==> src/rtl/flagsel_pkg.sv <==
`timescale 1ns/1ps
// Shared types for the flag-setting ALU.
// Assumes a 3-bit opcode and a 4-bit condition code.
package flagsel_pkg;

    typedef enum logic [2:0] {
        OP_ADD    = 3'd0,
        OP_SUB    = 3'd1,
        OP_AND    = 3'd2,
        OP_MVN    = 3'd3,
        OP_SEL    = 3'd4,
        OP_SELINC = 3'd5,
        OP_CMP    = 3'd6,
        OP_TST    = 3'd7
    } alu_op_e;

    typedef enum logic [3:0] {
        CC_EQ = 4'd0,  CC_NE = 4'd1,  CC_CS = 4'd2,  CC_CC = 4'd3,
        CC_MI = 4'd4,  CC_PL = 4'd5,  CC_VS = 4'd6,  CC_VC = 4'd7,
        CC_HI = 4'd8,  CC_LS = 4'd9,  CC_GE = 4'd10, CC_LT = 4'd11,
        CC_GT = 4'd12, CC_LE = 4'd13, CC_AL = 4'd14, CC_NV = 4'd15
    } cond_e;

    typedef struct packed {
        logic n;
        logic z;
        logic c;
        logic v;
    } flags_t;

endpackage

==> src/rtl/flagsel_cond.sv <==
`timescale 1ns/1ps
// Condition evaluator: decides whether a 4-bit condition code holds
// for the stored flag set. Purely combinational.
// Assumes the flags come from the registered flag set, not the current op.
module flagsel_cond
    import flagsel_pkg::*;
(
    input  cond_e  cond,
    input  flags_t fl,
    output logic   holds
);

    // Truth of each condition code from the stored flags.
    always_comb begin
        unique case (cond)
            CC_EQ:   holds = fl.z;
            CC_NE:   holds = !fl.z;
            CC_CS:   holds = fl.c;
            CC_CC:   holds = !fl.c;
            CC_MI:   holds = fl.n;
            CC_PL:   holds = !fl.n;
            CC_VS:   holds = fl.v;
            CC_VC:   holds = !fl.v;
            CC_HI:   holds = fl.c && !fl.z;
            CC_LS:   holds = !fl.c || fl.z;
            CC_GE:   holds = (fl.n == fl.v);
            CC_LT:   holds = (fl.n != fl.v);
            CC_GT:   holds = !fl.z && (fl.n == fl.v);
            CC_LE:   holds = fl.z || (fl.n != fl.v);
            default: holds = 1'b1;
        endcase
    end

endmodule

==> src/rtl/flagsel_arith.sv <==
`timescale 1ns/1ps
// Arithmetic and logic lanes. One lane is built for each supported width
// (narrow and full). Each lane returns a zero-extended result and its own
// N, Z, C and V. The caller selects the lane by width.
// Assumes NARROW_W < DATA_W and that take_a is the evaluated condition.
module flagsel_arith
    import flagsel_pkg::*;
#(
    parameter int DATA_W   = 64,
    parameter int NARROW_W = DATA_W / 2
) (
    input  logic [DATA_W-1:0] a,
    input  logic [DATA_W-1:0] b,
    input  alu_op_e           op,
    input  logic              wide,
    input  logic              take_a,
    output logic [DATA_W-1:0] res,
    output flags_t            fl_next
);

    localparam int LANES = 2;

    logic [DATA_W-1:0] lane_res [LANES];
    logic [LANES-1:0]  lane_n, lane_z, lane_c, lane_v;

    logic is_sub, is_arith;

    // Decode whether the adder subtracts and whether C/V are meaningful.
    always_comb begin
        is_sub   = (op == OP_SUB) || (op == OP_CMP);
        is_arith = (op == OP_ADD) || is_sub;
    end

    for (genvar g = 0; g < LANES; g++) begin : g_lane
        localparam int LW = (g == 0) ? NARROW_W : DATA_W;

        logic [LW-1:0] a_l, b_l, b_add, b_inc, r_l;
        logic [LW:0]   sum;

        // Lane datapath: adder with optional inversion, logic ops, selects.
        always_comb begin
            a_l   = a[LW-1:0];
            b_l   = b[LW-1:0];
            b_add = is_sub ? ~b_l : b_l;
            sum   = {1'b0, a_l} + {1'b0, b_add} + {{LW{1'b0}}, is_sub};
            b_inc = b_l + {{(LW-1){1'b0}}, 1'b1};
            unique case (op)
                OP_ADD, OP_SUB, OP_CMP: r_l = sum[LW-1:0];
                OP_AND, OP_TST:         r_l = a_l & b_l;
                OP_MVN:                 r_l = ~b_l;
                OP_SEL:                 r_l = take_a ? a_l : b_l;
                default:                r_l = take_a ? a_l : b_inc;
            endcase
        end

        // Lane flags and zero extension to the full width.
        always_comb begin
            lane_res[g] = DATA_W'(r_l);
            lane_n[g]   = r_l[LW-1];
            lane_z[g]   = (r_l == '0);
            lane_c[g]   = is_arith && sum[LW];
            lane_v[g]   = is_arith && (a_l[LW-1] == b_add[LW-1])
                                   && (sum[LW-1] != a_l[LW-1]);
        end
    end

    // Width selection between the narrow lane (0) and the full lane (1).
    always_comb begin
        res        = wide ? lane_res[1] : lane_res[0];
        fl_next.n  = wide ? lane_n[1]   : lane_n[0];
        fl_next.z  = wide ? lane_z[1]   : lane_z[0];
        fl_next.c  = wide ? lane_c[1]   : lane_c[0];
        fl_next.v  = wide ? lane_v[1]   : lane_v[0];
    end

endmodule

==> src/rtl/flagsel_flagreg.sv <==
`timescale 1ns/1ps
// Flag register: holds N/Z/C/V and loads a new set when write is high.
// Synchronous active-low reset to all zeros.
module flagsel_flagreg
    import flagsel_pkg::*;
(
    input  logic   clk,
    input  logic   rst_n,
    input  logic   write,
    input  flags_t fl_in,
    output flags_t fl_q
);

    // Load on write, otherwise hold; reset clears.
    always_ff @(posedge clk) begin
        if (!rst_n)     fl_q <= '0;
        else if (write) fl_q <= fl_in;
    end

    // without a write the stored flags do not move.
    assert_flags_hold_R3: assert property (@(posedge clk) disable iff (!rst_n)
        (!write && $past(rst_n)) |=> $stable(fl_q));

    // a write shows up after the edge.
    assert_flags_load_R10: assert property (@(posedge clk) disable iff (!rst_n)
        write |=> (fl_q == $past(fl_in)));

endmodule

==> src/rtl/flagsel_alu.sv <==
`timescale 1ns/1ps
// Flag-setting integer ALU with conditional select (top level).
// It ties together the condition evaluator, the width lanes and the flag
// register, and it decides when the flags are written. Inputs are assumed
// stable around the rising edge. The result port is combinational.
module flagsel_alu
    import flagsel_pkg::*;
#(
    parameter int DATA_W = 64,
    parameter int FLAG_W = 4,
    parameter int OP_W   = 3,
    parameter int COND_W = 4
) (
    input  logic              clk,
    input  logic              rst_n,
    input  logic [DATA_W-1:0] op_a,
    input  logic [DATA_W-1:0] op_b,
    input  logic [OP_W-1:0]   opcode,
    input  logic              wide,
    input  logic              set_flags,
    input  logic [COND_W-1:0] cond,
    output logic [DATA_W-1:0] result,
    output logic [FLAG_W-1:0] flags
);

    localparam int NARROW_W = DATA_W / 2;

    alu_op_e           op;
    flags_t            fl_q, fl_next;
    logic              cond_ok, flag_we, discard;
    logic [DATA_W-1:0] lane_out;

    // Cast raw inputs to the package enums.
    always_comb begin
        op = alu_op_e'(opcode);
    end

    flagsel_cond u_cond (
        .cond  (cond_e'(cond)),
        .fl    (fl_q),
        .holds (cond_ok)
    );

    flagsel_arith #(
        .DATA_W   (DATA_W),
        .NARROW_W (NARROW_W)
    ) u_arith (
        .a       (op_a),
        .b       (op_b),
        .op      (op),
        .wide    (wide),
        .take_a  (cond_ok),
        .res     (lane_out),
        .fl_next (fl_next)
    );

    // Decide flag writes; compare and test always write and discard data.
    always_comb begin
        discard = (op == OP_CMP) || (op == OP_TST);
        unique case (op)
            OP_ADD, OP_SUB, OP_AND, OP_MVN: flag_we = set_flags;
            OP_CMP, OP_TST:                 flag_we = 1'b1;
            default:                        flag_we = 1'b0;
        endcase
    end

    flagsel_flagreg u_flags (
        .clk   (clk),
        .rst_n (rst_n),
        .write (flag_we),
        .fl_in (fl_next),
        .fl_q  (fl_q)
    );

    // Drive the ports.
    always_comb begin
        result = discard ? '0 : lane_out;
        flags  = fl_q;
    end

    // narrow operations leave the upper half of the result zero.
    assert_narrow_upper_R2: assert property (@(posedge clk) disable iff (!rst_n)
        !wide |-> (result[DATA_W-1:NARROW_W] == '0));

    // flag-only operations show zero on the result port.
    assert_discard_zero_R6: assert property (@(posedge clk) disable iff (!rst_n)
        ((opcode == OP_CMP) || (opcode == OP_TST)) |-> (result == '0));

    // a select whose condition holds passes operand A.
    assert_sel_pick_a_R8: assert property (@(posedge clk) disable iff (!rst_n)
        ((opcode == OP_SEL) && cond_ok && wide) |-> (result == op_a));

    // comparing equal operands leaves Z set.
    assert_equal_sets_z_R4: assert property (@(posedge clk) disable iff (!rst_n)
        ((opcode == OP_CMP) &&
         (wide ? (op_a == op_b) : (op_a[NARROW_W-1:0] == op_b[NARROW_W-1:0])))
        |=> flags[2]);

endmodule

==> config.mk <==
export PLATFORM = sky130hd
export DESIGN_NAME = flagsel_alu
export DESIGN_NICKNAME = d
export VERILOG_FILES = /design/src/rtl/flagsel_pkg.sv /design/src/rtl/flagsel_cond.sv /design/src/rtl/flagsel_arith.sv /design/src/rtl/flagsel_flagreg.sv /design/src/rtl/flagsel_alu.sv
export SDC_FILE = /design/constraint.sdc
export NUM_CORES = 1
export LEC_CHECK = 0
export BUFFER_PORTS_ARGS = -buffer_cell sky130_fd_sc_hd__buf_2
export CAP_MARGIN = 10
export CORE_MARGIN = 8
export CORE_UTILIZATION = 35
export CTS_CLUSTER_DIAMETER = 200
export DETAILED_ROUTE_END_ITERATION = 8
export GPL_ROUTABILITY_DRIVEN = 0
export PLACE_DENSITY = 0.51
export SETUP_SLACK_MARGIN = 0.5
export SLEW_MARGIN = 20
export SYNTH_ARGS = -nofsm -noshare
export SYNTH_HDL_FRONTEND = slang
export SYNTH_HIERARCHICAL = 1
export SYNTH_SLANG_ARGS = --single-unit
==> constraint.sdc <==
create_clock -name clk -period 10 [get_ports clk]
set_input_delay 2 -clock clk [delete_from_list [all_inputs] [get_ports clk]]
set_output_delay 2 -clock clk [all_outputs]
set_load 0.01 [all_outputs]
# After elaboration in Yosys (flattened, before gate mapping)
# Index checks and enable logic that the tools add are counted.
[op_classes]
order_cmp = 0
div = 0
n_reduce_logical = 25
mux = 16
bitwise_logic = 4
eq_ne = 25
shifts = 0
addsub = 6
multipliers = 0
[ops]
columns = ["operator", "count"]
rows = [
  ["64-bit two-way mux", 5],
  ["64-bit one-hot mux with 4 select lines", 1],
  ["32-bit one-hot mux with 4 select lines", 1],
  ["32-bit two-way mux", 3],
  ["64-bit by 64-bit adder with 65-bit output", 1],
  ["65-bit by 1-bit adder with 65-bit output", 1],
  ["64-bit by 1-bit adder with 64-bit output, second input constant", 1],
  ["64-bit AND", 1],
  ["64-bit zero test", 1],
  ["64-bit inverter", 1],
  ["32-bit by 32-bit adder with 33-bit output", 1],
  ["33-bit by 1-bit adder with 33-bit output", 1],
  ["32-bit by 1-bit adder with 32-bit output, second input constant", 1],
  ["32-bit AND", 1],
  ["32-bit zero test", 1],
  ["32-bit inverter", 1],
  ["4-bit equality test, second input constant", 6],
  ["4-bit by 3-bit equality test with 1-bit output, second input constant", 4],
  ["1-bit one-hot mux with 14 select lines", 1],
  ["3-bit equality test, second input constant", 3],
  ["4-bit by 2-bit equality test with 1-bit output, second input constant", 2],
  ["1-bit logical AND", 8],
  ["3-bit by 2-bit equality test with 1-bit output, second input constant", 2],
  ["1-bit logical OR", 5],
  ["12 further kinds", 23],
]
[totals]
register_bits = 4
in_bits = 139
elab_cells = 80
mem_bits_ro = 0
latch_bits = 0
ram_bits = 0
memories = 0
output_inout_bits = 68

# Depth between registers and ports, before layout
[depth]
depth_word = 8
mapped_depth = 22
mapped_depth_nobuf = 19

# By module
# Netlist, hierarchy kept.
[modules_own_cells]
columns = ["module", "seq_area_each_um2", "n_inst", "cells_per_inst", "area_each_um2"]
rows = [
  ["flagsel_arith", 0.0, 1, 1761, 10839.1],
  ["flagsel_alu", 0.0, 1, 79, 822.0],
  ["flagsel_cond", 0.0, 1, 23, 165.2],
  ["flagsel_flagreg", 80.1, 1, 13, 156.4],
]

# Worst setup path after synthesis
# Ideal clock, no wire load.
[synth_path]
kind = "input to output"
start = "in opcode[1]"
end = "out result[62]"
stages = 17
required_ns = 8.000
n_path_buf = 4
arrival_time_ns = 6.289
slack_ns = 1.711
cell_sequence = "buf_4 -> or3b_1 -> and2_1 -> clkbuf_1 -> buf_1 -> xnor2_1 -> ha_1 -> clkbuf_1 -> nand2_1 -> or3_1 -> or4_1 -> a21oi_1 -> o31ai_1 -> o41a_1 -> o311a_1 -> nor2_1 -> a21boi_2"
[synth_via]
elab_chain_len = 8
elab_cells_between_ends = 17
cone_classes = "add/sub: 2; eq/ne: 6; mux: 4; reduce/logical: 5"
[synth_lines]
columns = ["item", "line_no", "source"]
rows = [
  ["start: declaration", "flagsel_alu.sv:18", "input logic [OP_W-1:0] opcode,"],
  ["3-bit by 1-bit equality test with 1-bit output / 3-bit equality test (equally long branches)", "flagsel_arith.sv:30, flagsel_arith.sv:47", ""],
  ["1-bit logical OR", "flagsel_arith.sv:30", "is_sub = (op == OP_SUB) || (op == OP_CMP);"],
  ["64-bit two-way mux", "flagsel_arith.sv:44", "b_add = is_sub ? ~b_l : b_l;"],
  ["64-bit by 64-bit adder with 65-bit output", "flagsel_arith.sv:45", "sum = {1'b0, a_l} + {1'b0, b_add} + {{LW{1'b0}}, is_sub};"],
  ["65-bit by 1-bit adder with 65-bit output", "flagsel_arith.sv:45", ""],
  ["64-bit one-hot mux with 4 select lines *", "flagsel_arith.sv:47", "unique case (op)"],
  ["64-bit two-way mux *", "flagsel_arith.sv:69", "res = wide ? lane_res[1] : lane_res[0];"],
  ["named net lane_out[62]", "flagsel_alu.sv:31", "logic [DATA_W-1:0] lane_out;"],
  ["64-bit two-way mux *", "flagsel_alu.sv:77", "result = discard ? '0 : lane_out;"],
  ["end: declaration", "flagsel_alu.sv:22", "output logic [DATA_W-1:0] result,"],
]
# Mark *: on every way through the listed nets, which the timed path passes. The rest lies on a longest branch.

# Final worst setup path
[layout_path]
start = "in opcode[0]"
end = "out result[63]"
# The elaborated chain is that of the path after synthesis.

==> qor.csv <==
stage,metric,value,unit
status,outcome,"finished, final reports clean",
finish,drive_gt1_frac,0.171,
logic_synthesis,synthAdderAreaFrac,0.0852,
worst_setup_path,crit_slowest_cell,and2_4,
placed_design,place_hpwl,45.8,mm
cts,cts.sinks,4,
sta,tns,0,ns
pwr,vdd_ir_drop_max,81.7,µV
worst_setup_path,path_buf_inv,3,
global_route,track_usage,0.266,
pwr,leakagePower,0.00533,µW
sta,finClkSkew,0.00129,ns
placed_design,io_buffers,206,
logic_synthesis,synthesis.nets,2096,
sta,finalSetupViolations,0,
logic_synthesis,async_flop_share,0,
cts,post_cts_resized,0,
worst_setup_path,reg2reg_from,u_flags/fl_q[3]$_SDFFE_PN0P_,
logic_synthesis,synth_top_area_share,0.0950,
drt,wl_per_cell,24.2,µm
cts,cts_tree,yes,
drt,vias_per_cell,6.39,
logic_synthesis,synth_edf_count,0,
floorplanning,fp.dieH,201,µm
drt,drt-initial-drc-count,1795,
hold_path,hold_class,reg -> reg,
logic_synthesis,synth_area_per_cell,6.39,µm²
floorplanning,coreArea,0.0336,mm²
cts,holdBufCountCts,0,
finish,final_common_cell,buf_2,
sta,slew_viol_final,0,
sta,clock.fmax,111,MHz
worst_setup_path,crit_end,result[63],
run,max-cap-violations,0,
finish,reg_top3,u_flags/fl_q (4),
cts,numCtsBuffers,3,
sta,slew_headroom,0.308,
sta,period_share,0.897,
finish,top_register,u_flags/fl_q,
logic_synthesis,synth_compound_area_frac,0.412,
global_route,antenna_found_initial,3,
global_route,first_global_vias,14400,
worst_setup_path,worstSetupStartpoint,opcode[0],
pwr,power.density,92.3,mW/mm²
floorplanning,initial_core_util,0.356,
sta,finalCriticalPeriod,8.97,ns
logic_synthesis,post_synth_xor_area_fraction,0.120,
logic_synthesis,syn_inst,1876,
logic_synthesis,synthTopCellsByArea,"xnor2_1 9.5%, ha_1 8.4%, a21oi_1 7.7%, nand2_1 6.1%, o21ai_0 5.9%",
worst_setup_path,endpoint_kind,primary output,
cts,clkSlewWorstSetupHoldPaths,0.03,ns
floorplanning,pin_count,207,
logic_synthesis,ys_seq_elements,4,
worst_setup_path,cp_num_cells,19,
cts,h-tree-depth,1,
cts,clk_path_buf_depth,2,
worst_setup_path,rrSetupSlack,4.29,ns
logic_synthesis,yosysTopAreaCell,xnor2_1,
logic_synthesis,netlist_area,0.0120,mm²
global_route,grt_max_degree,68,
floorplanning,die-area,0.0404,mm²
worst_setup_path,worstReg2RegEnd,u_flags/fl_q[2]$_SDFFE_PN0P_,
logic_synthesis,ys_types,91,
global_route,overflow,0,
worst_setup_path,crit_path_max_incr_delay,0.65,ns
drt,finalWirelength,57.8,mm
logic_synthesis,synthMuxAreaShare,0.0199,
worst_setup_path,required,8.00,ns
logic_synthesis,synth_warnings,6,
finish,final_cell_mix,"204 x buf_2, 194 x nand2_1, 183 x a21oi_1, 142 x o21ai_0, 130 x xnor2_1",
finish,nFillCells,3698,
worst_setup_path,path_max_fanout,42,
cts,post-cts-setup-buffers,0,
worst_setup_path,critical_path_class,in -> out,
logic_synthesis,synth_ff_type,dfxtp_1,
floorplanning,die_x,201,µm
worst_setup_path,path_cells,buf_2 -> nand3b_1 -> and2_4 -> buf_4 -> xnor2_1 -> ha_1 -> a211oi_1 -> o211ai_1 -> a21oi_1 -> o21a_1 -> nor2_1 -> a211oi_1 -> a21boi_0 -> o31ai_1 -> xnor2_1 -> o22ai_1 -> and2_1 -> a21boi_0 -> buf_2,
drt,first_pass_iters,6,
drt,ant_nets,0,
finish,final_net_count,2158,
finish,utilization,0.390,
worst_setup_path,worstRegToRegCells,20,
finish,largest_reg_flops,4,
worst_setup_path,cp_top_family,compound AO/OA/AOI/OAI gates,
floorplanning,rows,67,
logic_synthesis,synth_seq_area_share,0.00668,
sta,finalHoldViolations,0,
finish,syn2layout_area_growth,9.49,%
sta,tightest_slew,1.03,ns
worst_setup_path,cp.arrival,6.97,ns
cts,ctsRootBufferMaster,clkbuf_16,
cts,clk_latency,0.22,ns
drt,drc,0,
global_route,grt_pass1_wl,87.8,mm
drt,dr_total_vias,15200,
logic_synthesis,yosys.area_share.simple,0.274,
logic_synthesis,synth_top_family_by_area,compound AO/OA/AOI/OAI gates,
worst_setup_path,cp-start-kind,input port,
sta,rsz0062_at_grt,false,
-- per-layer routing --
metal	vias up	global-route usage	share of wire
met4	4	0.0681	0.026
met2	853	0.422	0.44
li1	7103	-	-
met1	7186	0.370	0.44
met5	-	0	0.00040
met3	94	0.0386	0.092
-- metrics by stage --
stage | instances | setup slack (ns) | instance area [µm²] | total power, µW | hold WS, ns
final | 2385 | 1.03 | 13100 | 1210 | 0.583
after global placement | 2381 | 1.10 | 13000 | 1110 | 0.563
after global routing | 2385 | 0.726 | 13100 | 1300 | 0.609
after detailed placement | 2381 | 1.13 | 13000 | 1120 | 0.566
after CTS | 2384 | 1.12 | 13100 | 1190 | 0.580
after floorplan | 1876 | 1.71 | 12000 | 777 | 0.557
-- cell usage after synthesis, types with 14 or more instances --
cell type  instances
a21oi_1          184
o21ai_0          142
mux2i_1           19
o211ai_1          15
a222oi_1          14
nand4_1           48
a31oi_1           19
nand2_1          194
and3_1            18
nor3_1            36
nor2_1           127
buf_1             22
nor4_1            16
clkbuf_1         110
o22ai_1           34
a21boi_2          50
buf_2             28
a221oi_1          17
a21o_1            53
and2_1            18
nand3_1          101
xnor2_1          130
ha_1              80
a22oi_1           41
xor2_1            34
a21boi_0          21
or3_1             18
inv_1             47
-- cell type report --
| cell class | count | area [µm²] | area share |
|---|---|---|---|
| flip-flops and latches | 4 | 80.1 | 0.00610 |
| inverters | 50 | 188 | 0.0143 |
| well taps | 448 | 561 | 0.0427 |
| diodes | 1 | 2.50 | 0.000191 |
| repair buffers | 233 | 1240 | 0.0947 |
| clock buffers | 3 | 75.1 | 0.00572 |
| multi-input cells | 1646 | 11000 | 0.836 |
-- tightest hold or removal path: stages, from the launching register on --
cell and delay (ns):
dfxtp_1 0.34, mux2i_1 0.14, nor2b_1 0.06
-- how the worst min path moves through the flow --
stage,startpoint,end,cells after the start
after detailed placement,u_flags/fl_q[1]$_SDFFE_PN0P_,u_flags/fl_q[1]$_SDFFE_PN0P_,2
after global routing,u_flags/fl_q[2]$_SDFFE_PN0P_,u_flags/fl_q[2]$_SDFFE_PN0P_,2
after floorplan,u_flags/fl_q[1]$_SDFFE_PN0P_,u_flags/fl_q[1]$_SDFFE_PN0P_,2
final,u_flags/fl_q[1]$_SDFFE_PN0P_,u_flags/fl_q[1]$_SDFFE_PN0P_,2
after global placement,u_flags/fl_q[1]$_SDFFE_PN0P_,u_flags/fl_q[1]$_SDFFE_PN0P_,2
after CTS,u_flags/fl_q[1]$_SDFFE_PN0P_,u_flags/fl_q[1]$_SDFFE_PN0P_,2
-- logic make-up (layout without fill, tap and decap cells) --
group / count (synthesis) / after routing
compound gates: 720 / 720
xor+xnor: 164 / 164
fa+ha+maj: 81 / 81
buf+inv: 226 / 286
flops: 4 / 4
mux: 23 / 23
other cells: 0 / 1
simple gates: 658 / 658
-- report_power, final --
| group | internal (µW) | leakage [µW] | switching, µW | total, µW |
|---|---|---|---|---|
| clock | 51.1 | 0.0000370 | 10.9 | 61.9 |
| sequential | 16.9 | 0.0000325 | 1.62 | 18.5 |
| combinational | 414 | 0.00526 | 717 | 1130 |
| total | 482 | 0.00533 | 729 | 1210 |
No activity file was read; power rests on OpenSTA's default activity.
